**src/rtl/dtlb_pkg.sv**
```systemverilog
package dtlb_pkg;
  localparam int SR_R_BIT  = 15;
  localparam int SR_GM_BIT = 16;
  localparam int SR_EM_BIT = 21;
  localparam int SR_M_LO   = 22;
  localparam int SR_M_HI   = 24;
  localparam int SR_J_BIT  = 28;
  localparam logic [2:0] SR_MODE_EXC = 3'b110;
  localparam int EHI_I_BIT = 0;

  localparam logic [31:0] VEC_ALIGN = 32'h38;
  localparam logic [31:0] VEC_RMISS = 32'h60;
  localparam logic [31:0] VEC_WMISS = 32'h70;

  typedef enum logic [1:0] {
    CAUSE_NONE  = 2'd0,
    CAUSE_RMISS = 2'd1,
    CAUSE_WMISS = 2'd2,
    CAUSE_ALIGN = 2'd3
  } cause_e;

  typedef enum logic [1:0] {
    SZ_BYTE = 2'd0,
    SZ_HALF = 2'd1,
    SZ_WORD = 2'd2,
    SZ_WRD2 = 2'd3
  } size_e;
endpackage

```
**src/rtl/dtlb_table.sv**
```systemverilog
module dtlb_table #(
  parameter int NUM_ENT = 8,
  parameter int VPN_W   = 20,
  localparam int IDX_W  = $clog2(NUM_ENT)
) (
  input  logic             clk_i,
  input  logic             rst_ni,
  input  logic             we_i,
  input  logic [IDX_W-1:0] widx_i,
  input  logic [VPN_W-1:0] wvpn_i,
  input  logic             wvalid_i,
  input  logic [VPN_W-1:0] lvpn_i,
  output logic             hit_o
);
  logic [NUM_ENT-1:0]            val_q;
  logic [NUM_ENT-1:0][VPN_W-1:0] vpn_q;
  logic [NUM_ENT-1:0]            match;

  always_ff @(posedge clk_i or negedge rst_ni) begin
    if (!rst_ni) begin
      val_q <= '0;
      vpn_q <= '0;
    end else begin
      for (int i = 0; i < NUM_ENT; i++) begin
        if (we_i && widx_i == IDX_W'(i)) begin
          val_q[i] <= wvalid_i;
          vpn_q[i] <= wvpn_i;
        end
      end
    end
  end

  for (genvar g = 0; g < NUM_ENT; g++) begin : g_cmp
    assign match[g] = val_q[g] && (vpn_q[g] == lvpn_i);
  end

  assign hit_o = |match;

  a_r1_write_lands: assert property (@(posedge clk_i) disable iff (!rst_ni)
    we_i |=> (val_q[$past(widx_i)] == $past(wvalid_i)) && (vpn_q[$past(widx_i)] == $past(wvpn_i)));
endmodule

```
**src/rtl/dtlb_fault_detect.sv**
```systemverilog
module dtlb_fault_detect
  import dtlb_pkg::*;
(
  input  logic       req_i,
  input  logic       write_i,
  input  logic [1:0] size_i,
  input  logic [1:0] addr_lo_i,
  input  logic       hit_i,
  output cause_e     cause_o
);
  logic misal;

  always_comb begin
    unique case (size_e'(size_i))
      SZ_BYTE:         misal = 1'b0;
      SZ_HALF:         misal = addr_lo_i[0];
      SZ_WORD, SZ_WRD2: misal = |addr_lo_i;
      default:         misal = 1'b0;
    endcase
  end

  always_comb begin
    cause_o = CAUSE_NONE;
    if (req_i) begin
      if (write_i && misal)  cause_o = CAUSE_ALIGN;
      else if (!hit_i)       cause_o = write_i ? CAUSE_WMISS : CAUSE_RMISS;
    end
  end
endmodule

```
**src/rtl/dtlb_trap_regs.sv**
```systemverilog
module dtlb_trap_regs
  import dtlb_pkg::*;
#(
  parameter int VA_W = 32,
  parameter int PG_W = 12
) (
  input  logic            clk_i,
  input  logic            rst_ni,
  input  cause_e          cause_i,
  input  logic [VA_W-1:0] addr_i,
  input  logic [31:0]     sr_i,
  input  logic [31:0]     pc_i,
  input  logic [31:0]     evba_i,
  output logic            trap_o,
  output logic [1:0]      cause_o,
  output logic [31:0]     pc_o,
  output logic [31:0]     sr_o,
  output logic [31:0]     rsr_o,
  output logic [31:0]     rar_o,
  output logic [VA_W-1:0] tlbear_o,
  output logic [31:0]     tlbehi_o
);
  localparam logic [31:0] EHI_RST = 32'(1) << EHI_I_BIT;

  logic        take, is_miss;
  logic [31:0] vec_off, sr_new, ehi_new;

  assign take    = (cause_i != CAUSE_NONE);
  assign is_miss = (cause_i == CAUSE_RMISS) || (cause_i == CAUSE_WMISS);

  always_comb begin
    unique case (cause_i)
      CAUSE_RMISS: vec_off = VEC_RMISS;
      CAUSE_WMISS: vec_off = VEC_WMISS;
      default:     vec_off = VEC_ALIGN;
    endcase
  end

  always_comb begin
    sr_new                    = sr_i;
    sr_new[SR_R_BIT]          = 1'b0;
    sr_new[SR_J_BIT]          = 1'b0;
    sr_new[SR_M_HI:SR_M_LO]   = SR_MODE_EXC;
    sr_new[SR_EM_BIT]         = 1'b1;
    sr_new[SR_GM_BIT]         = 1'b1;
  end

  always_comb begin
    ehi_new                = '0;
    ehi_new[31:PG_W]       = addr_i[VA_W-1:PG_W];
    ehi_new[EHI_I_BIT]     = 1'b0;
  end

  always_ff @(posedge clk_i or negedge rst_ni) begin
    if (!rst_ni) begin
      trap_o   <= 1'b0;
      cause_o  <= CAUSE_NONE;
      pc_o     <= '0;
      sr_o     <= '0;
      rsr_o    <= '0;
      rar_o    <= '0;
      tlbear_o <= '0;
      tlbehi_o <= EHI_RST;
    end else begin
      trap_o <= take;
      if (take) begin
        cause_o <= cause_i;
        pc_o    <= evba_i + vec_off;
        sr_o    <= sr_new;
        rsr_o   <= sr_i;
        rar_o   <= pc_i;
      end
      if (is_miss) begin
        tlbear_o <= addr_i;
        tlbehi_o <= ehi_new;
      end
    end
  end

  a_r8_exc_mode: assert property (@(posedge clk_i) disable iff (!rst_ni)
    trap_o |-> (sr_o[SR_M_HI:SR_M_LO] == SR_MODE_EXC) && sr_o[SR_EM_BIT] && sr_o[SR_GM_BIT]
               && !sr_o[SR_R_BIT] && !sr_o[SR_J_BIT]);
  a_r7_ret_regs: assert property (@(posedge clk_i) disable iff (!rst_ni)
    take |=> (rsr_o == $past(sr_i)) && (rar_o == $past(pc_i)));
  a_r2_rd_vector: assert property (@(posedge clk_i) disable iff (!rst_ni)
    cause_i == CAUSE_RMISS |=> pc_o == $past(evba_i) + 32'h60);
  a_r3_wr_vector: assert property (@(posedge clk_i) disable iff (!rst_ni)
    cause_i == CAUSE_WMISS |=> pc_o == $past(evba_i) + 32'h70);
  a_r9_align_keeps_ear: assert property (@(posedge clk_i) disable iff (!rst_ni)
    cause_i == CAUSE_ALIGN |=> $stable(tlbear_o) && $stable(tlbehi_o));
  a_r9_miss_clears_i: assert property (@(posedge clk_i) disable iff (!rst_ni)
    is_miss |=> !tlbehi_o[EHI_I_BIT]);
endmodule

```
**src/rtl/dtlb_miss_trap.sv**
```systemverilog
module dtlb_miss_trap
  import dtlb_pkg::*;
#(
  parameter int NUM_ENT = 8,
  parameter int VA_W    = 32,
  parameter int PG_W    = 12,
  localparam int VPN_W  = VA_W - PG_W,
  localparam int IDX_W  = $clog2(NUM_ENT)
) (
  input  logic             clk_i,
  input  logic             rst_ni,
  input  logic             ent_we_i,
  input  logic [IDX_W-1:0] ent_idx_i,
  input  logic [VPN_W-1:0] ent_vpn_i,
  input  logic             ent_valid_i,
  input  logic             acc_req_i,
  input  logic             acc_write_i,
  input  logic [1:0]       acc_size_i,
  input  logic [VA_W-1:0]  acc_addr_i,
  input  logic [31:0]      sr_i,
  input  logic [31:0]      pc_i,
  input  logic [31:0]      evba_i,
  output logic             trap_o,
  output logic [1:0]       trap_cause_o,
  output logic [31:0]      pc_o,
  output logic [31:0]      sr_o,
  output logic [31:0]      rsr_o,
  output logic [31:0]      rar_o,
  output logic [VA_W-1:0]  tlbear_o,
  output logic [31:0]      tlbehi_o
);
  logic   hit;
  cause_e cause;

  dtlb_table #(.NUM_ENT(NUM_ENT), .VPN_W(VPN_W)) u_table (
    .clk_i    (clk_i),
    .rst_ni   (rst_ni),
    .we_i     (ent_we_i),
    .widx_i   (ent_idx_i),
    .wvpn_i   (ent_vpn_i),
    .wvalid_i (ent_valid_i),
    .lvpn_i   (acc_addr_i[VA_W-1:PG_W]),
    .hit_o    (hit)
  );

  dtlb_fault_detect u_detect (
    .req_i     (acc_req_i),
    .write_i   (acc_write_i),
    .size_i    (acc_size_i),
    .addr_lo_i (acc_addr_i[1:0]),
    .hit_i     (hit),
    .cause_o   (cause)
  );

  dtlb_trap_regs #(.VA_W(VA_W), .PG_W(PG_W)) u_regs (
    .clk_i    (clk_i),
    .rst_ni   (rst_ni),
    .cause_i  (cause),
    .addr_i   (acc_addr_i),
    .sr_i     (sr_i),
    .pc_i     (pc_i),
    .evba_i   (evba_i),
    .trap_o   (trap_o),
    .cause_o  (trap_cause_o),
    .pc_o     (pc_o),
    .sr_o     (sr_o),
    .rsr_o    (rsr_o),
    .rar_o    (rar_o),
    .tlbear_o (tlbear_o),
    .tlbehi_o (tlbehi_o)
  );

  a_r6_align_first: assert property (@(posedge clk_i) disable iff (!rst_ni)
    (acc_req_i && acc_write_i && acc_size_i == 2'd1 && acc_addr_i[0]) |=>
      trap_o && trap_cause_o == 2'd3);
  a_r4_hit_quiet: assert property (@(posedge clk_i) disable iff (!rst_ni)
    (acc_req_i && !acc_write_i && hit) |=> !trap_o);
  a_r6_no_idle_trap: assert property (@(posedge clk_i) disable iff (!rst_ni)
    !acc_req_i |=> !trap_o);
endmodule

```
**config.mk**
```make
export PLATFORM = sky130hd
export DESIGN_NAME = dtlb_miss_trap
export DESIGN_NICKNAME = d
export VERILOG_FILES = /design/src/rtl/dtlb_pkg.sv /design/src/rtl/dtlb_table.sv /design/src/rtl/dtlb_fault_detect.sv /design/src/rtl/dtlb_trap_regs.sv /design/src/rtl/dtlb_miss_trap.sv
export SDC_FILE = /design/constraint.sdc
export NUM_CORES = 1
export LEC_CHECK = 0
export BUFFER_PORTS_ARGS = -buffer_cell sky130_fd_sc_hd__buf_2
export CAP_MARGIN = 25
export CORE_AREA = 3 3 168 252
export DETAILED_ROUTE_END_ITERATION = 12
export DIE_AREA = 0 0 171 255
export PLACE_DENSITY = 0.55
export SKIP_LAST_GASP = 1
export SLEW_MARGIN = 10
export SYNTH_ARGS = -nofsm -noshare
export SYNTH_HDL_FRONTEND = slang
export SYNTH_SLANG_ARGS = --single-unit
```
**constraint.sdc**
```tcl
create_clock -name clk_i -period 11.58 [get_ports clk_i]
set_clock_uncertainty 0.1 [all_clocks]
set_input_delay 0.579 -clock clk_i [delete_from_list [all_inputs] [get_ports clk_i]]
set_output_delay 0.579 -clock clk_i [all_outputs]
set_load 0.02 [all_outputs]
```
==> summary.txt <==
Placement
  – Placer congestion estimate: 0.8886
  – Post-DP HPWL: about 31 mm
  – Number of port buffers: 339

Drt
  – DR vias/cell: 4.940
  – Drt pass-1 iters: 6
  – Iter 0 DRT Violations: between 400 and 500
  – DRC Markers: 0
  – Antenna viol nets, final: 0
  – Final wirelength: 41.79 mm
  – Vias: 9,302
  – Wirelength per Cell: approximately 22 um

Global route
  – First-pass GRT wire length: ~60 mm
  – Gr ovfl total: 0
  – Initial antenna violation count: 3
  – Vias in the first global route: ~9,600
  – Largest net degree at the start of global routing: 94
  – Total Routing Usage GR: 18.49%

Worst setup path
  – Crit path launch type: flop
  – Critical Path RT: approximately 12 ns
  – Max incr delay on CP: around 0.59 ns
  – Worst setup path class: flop to flop
  – Crit Path Max Fanout: 35
  – Worst setup EP type: flop
  – Crit path top cell by count: inv_1
  – CP Buf/Inv Count: 2
  – Top Family by Delay on Critical Path: simple AND/OR/NAND/NOR gates
  – Data arrival, critical path: roughly 5.2 ns
  – Max stage delay cell, worst path: nor4_1
  – Crit-path cells: xor2_1 > nor4_1 > nand3_1 > o21ai_0 > o31a_1 > ha_4 > inv_1 > ha_1 > inv_1 > fa_1 > nand2b_1 > a21oi_1 > nor4_4 > or3b_1 > nor2_1 > xnor2_1 > o21ai_1

Floorplan
  – I/O pins: around 350
  – Initial core utilization: about a third
  – Die height: 255 um
  – Placeable core region: 40,310 um^2
  – Die area: between 40,000 and 50,000 um^2
  – FP Rows: 90
  – Die Wd: ~170 um

Clock tree
  – Clock transition at the registers of the reported paths: approximately 0.060 ns
  – H-tree levels: 1
  – Bufs on Longest Clock Path: 3
  – Num CTS Buffers: 29
  – Post-CTS sizing: 0
  – Sinks on Clock Net: ~300
  – CTS tree: done
  – Later-pin clock latency in the skew report: roughly 0.56 ns
  – Root Buffer: clkbuf_16

STA
  – Fmax: 205.0 MHz
  – Final hold vios: 0
  – Worst slew margin: about a third
  – Setup TNS: 0 ns
  – Fin crit share: 42.13%
  – RSZ-0062 raised after global routing: false
  – Final-report max-slew violation count: 0
  – Min Tclk post-route: 4.879 ns
  – Worst Tran Pin Value: 1.011 ns
  – Setup violators final: 0

Outcome
  – Status: completed

Synth
  – Library cells used by synthesis: 40
  – Synth Cell Area: between 10,000 and 15,000 um^2
  – Yosys warnings: 0
  – Compound-Gate Fraction of Synth Area: about 1.6%
  – Synth Area in Simple Gates: ~5.7%
  – Synth Register Bits: 301
  – Post-synthesis adder-cell area fraction: less than 1%
  – Sequential area share after synthesis: between 50% and 60%
  – Syn Inst Count: around 1,100
  – Post-synthesis mux area share: between 20% and 30%
  – Mapped Avg Cell Area: 13.11 um^2
  – Post-Synth XOR/XNOR Area: between 10% and 20%
  – Combinational family with the most area after synthesis: multiplexers

Finish
  – Footprint of the multi-input gates: 5869 um^2
  – Fill cells: roughly 3,800
  – Reg area: 7533 um^2
  – Synth-to-layout area growth: 20.01%
  – Share of cells above drive strength 1: between 40% and 50%
  – Fin nets: between 1,500 and 2,000

Power
  – PD cells: approximately 190 nW/um^2
  – Net Sw Frac: a little under a third
  – Clock network power share: 31.0%
  – Gate power share: around 25%
  – Power Total: approximately 3.1 mW
  – Share of power burned in registers: 44.2%
  – Sw Pwr: approximately 1000 uW
  – Internal power: about 2.2 mW
  – Peak VDD IR: approximately 0.10 mV
  – P_leak: approximately 7.5 nW

Worst hold path
  – Hold crit path type: primary input to flop

Run
  – Max-Cap Viols: 0
-- layer usage --
metal  vias to the layer above  wire length [um]  track usage (%)  part of all wire, %
met5                         -                28                0                0.067
met4                         4              1992            8.583                  4.8
met3                        82              2394            3.013                  5.7
met2                       301             22490            35.42                   54
met1                      4726             14890            19.54                   36
li1                       4189                 -                -                    -
-- registers in the layout, summed over array words and instances (netlist names) --
| signal | flops |
|---|---|
| u_regs.cause_o | 2 |
| u_regs.trap_o | 1 |
| u_regs.rar_o | 32 |
| u_regs.pc_o | 32 |
| u_table.vpn_q | 160 |
| u_regs.rsr_o | 32 |
| u_regs.tlbear_o | 32 |
| u_regs.tlbehi_o | 1 |
| u_regs.sr_o | 1 |
| u_table.val_q | 8 |
-- placed cells by master (no fill, tap or decap), types with 3 or more instances in the layout --
cell	n
clkbuf_16	29
o21ai_0	24
a21oi_1	3
nor3_1	3
nor2_1	9
o31ai_1	3
clkbuf_1	7
xnor2_1	107
nand4b_1	3
inv_1	8
nand2_1	41
nand3_1	16
nor4_1	24
clkbuf_8	10
and3_1	3
o21ai_1	5
conb_1	14
buf_4	12
clkinv_2	5
xor2_1	80
dfrtp_1	300
mux2_2	269
nand2b_1	3
ha_1	4
nand4_1	30
buf_2	338
-- synthesized netlist by cell type (all sizes together) --
cell type | count | area [um^2]
o21bai | 1 | 7.510
a21oi | 3 | 15.01
a41oi | 1 | 8.760
o21ai | 29 | 145.1
nand4b | 3 | 26.28
nor3 | 5 | 25.02
nand2b | 3 | 18.77
and3 | 6 | 45.04
a211oi | 1 | 7.510
nand3 | 16 | 80.08
xnor2 | 107 | 937.2
a21o | 1 | 7.510
nor2b | 1 | 6.260
nand2 | 41 | 153.9
buf | 95 | 633.1
dfrtp | 300 | 7507
and4 | 1 | 10.01
nand4 | 31 | 209.0
o31a | 2 | 17.52
dfstp | 1 | 26.28
clkbuf | 21 | 78.83
nor2 | 9 | 33.78
nor4 | 25 | 171.4
or3b | 1 | 8.760
xor2 | 80 | 700.7
conb | 1 | 3.750
inv | 8 | 30.03
o31ai | 3 | 22.52
mux2 | 269 | 3029
ha | 5 | 62.56
fa | 1 | 20.02
nor3b | 2 | 15.01
-- power groups by stage --
stage                     Combinational (mW)  Sequential, mW  Clock [mW]
after global routing                   0.842            1.41        1.05
after floorplan                        0.451            1.48           0
final                                  0.780            1.39       0.976
after global placement                 0.787            1.40           0
after detailed placement               0.789            1.41           0
after CTS                              0.792            1.39        1.01
-- area by class of cell --
cell class                      instances  share of cell area, %
Tap cell                              506                  3.751
Sequential cell                       301                  44.64
Inverter                                8                 0.1779
Multi-Input combinational cell        661                  34.78
Timing Repair Buffer                  353                  10.87
Antenna cell                            1                0.01483
Clock buffer                           46                  5.271
Clock inverter                          7                 0.5041
-- cells by family (layout without fill, tap and decap cells) --
logic type | after synthesis | in the layout
AOI/OAI and AO/OA | 41 | 41
adders and majority gates | 6 | 6
buffers and inverters | 124 | 414
xor gates and xnor gates | 187 | 187
other | 1 | 15
DFF | 301 | 301
and+or+nand+nor | 144 | 144
muxes | 269 | 269
-- path summary, 6_finish.rpt --
| path | endpoint | slack, ns | cells after the start | startpoint |
|---|---|---|---|---|
| max in group asynchronous | u_table.vpn_q[47] | 8.63 | 5 | rst_ni |
| min reg2reg | u_regs.pc_o[14] | 0.38 | 2 | u_regs.pc_o[14] |
| max | u_regs.pc_o[31] | 6.70 | 17 | u_table.vpn_q[90] |
| max reg2reg | u_regs.pc_o[31] | 6.70 | 17 | u_table.vpn_q[90] |
| min | u_regs.pc_o[2] | 0.15 | 2 | evba_i[2] |
| min in group asynchronous | u_table.vpn_q[5] | 0.53 | 2 | rst_ni |
-- worst register-to-register path, delay by kind of cell (launching register included) --
family / cells / cell delay (ns)
and+or+nand+nor: 6 / 1.72
buffers and inverters: 2 / 0.18
adders and majority gates: 3 / 0.96
DFF: 1 / 0.40
xor gates and xnor gates: 2 / 0.33
AOI/OAI and AO/OA: 4 / 1.05
-- metrics by stage --
| step | util (%) | worst slack (ns) | hold WS (ns) | area [um^2] | instances |
|---|---|---|---|---|---|
| finish | 41.87 | 6.701 | 0.1459 | 16880 | 1883 |
| global route | 41.87 | 6.381 | 0.1302 | 16880 | 1883 |
| CTS | 41.79 | 6.643 | 0.1122 | 16850 | 1881 |
| detailed placement | 39.35 | 6.170 | 0.3669 | 15860 | 1827 |
| global placement | 39.35 | 6.266 | 0.3647 | 15860 | 1827 |
| floorplan | - | 6.984 | 0.1834 | 14110 | 1086 |
-- timing repair --
item | CTS | global route
hold endpoints to repair | 90 | 0
setup endpoints to repair | 0 | 0
buffers inserted | 0 | 0
hold buffers | 1 | 0
Note: power is estimated with default switching activity, not from simulation.
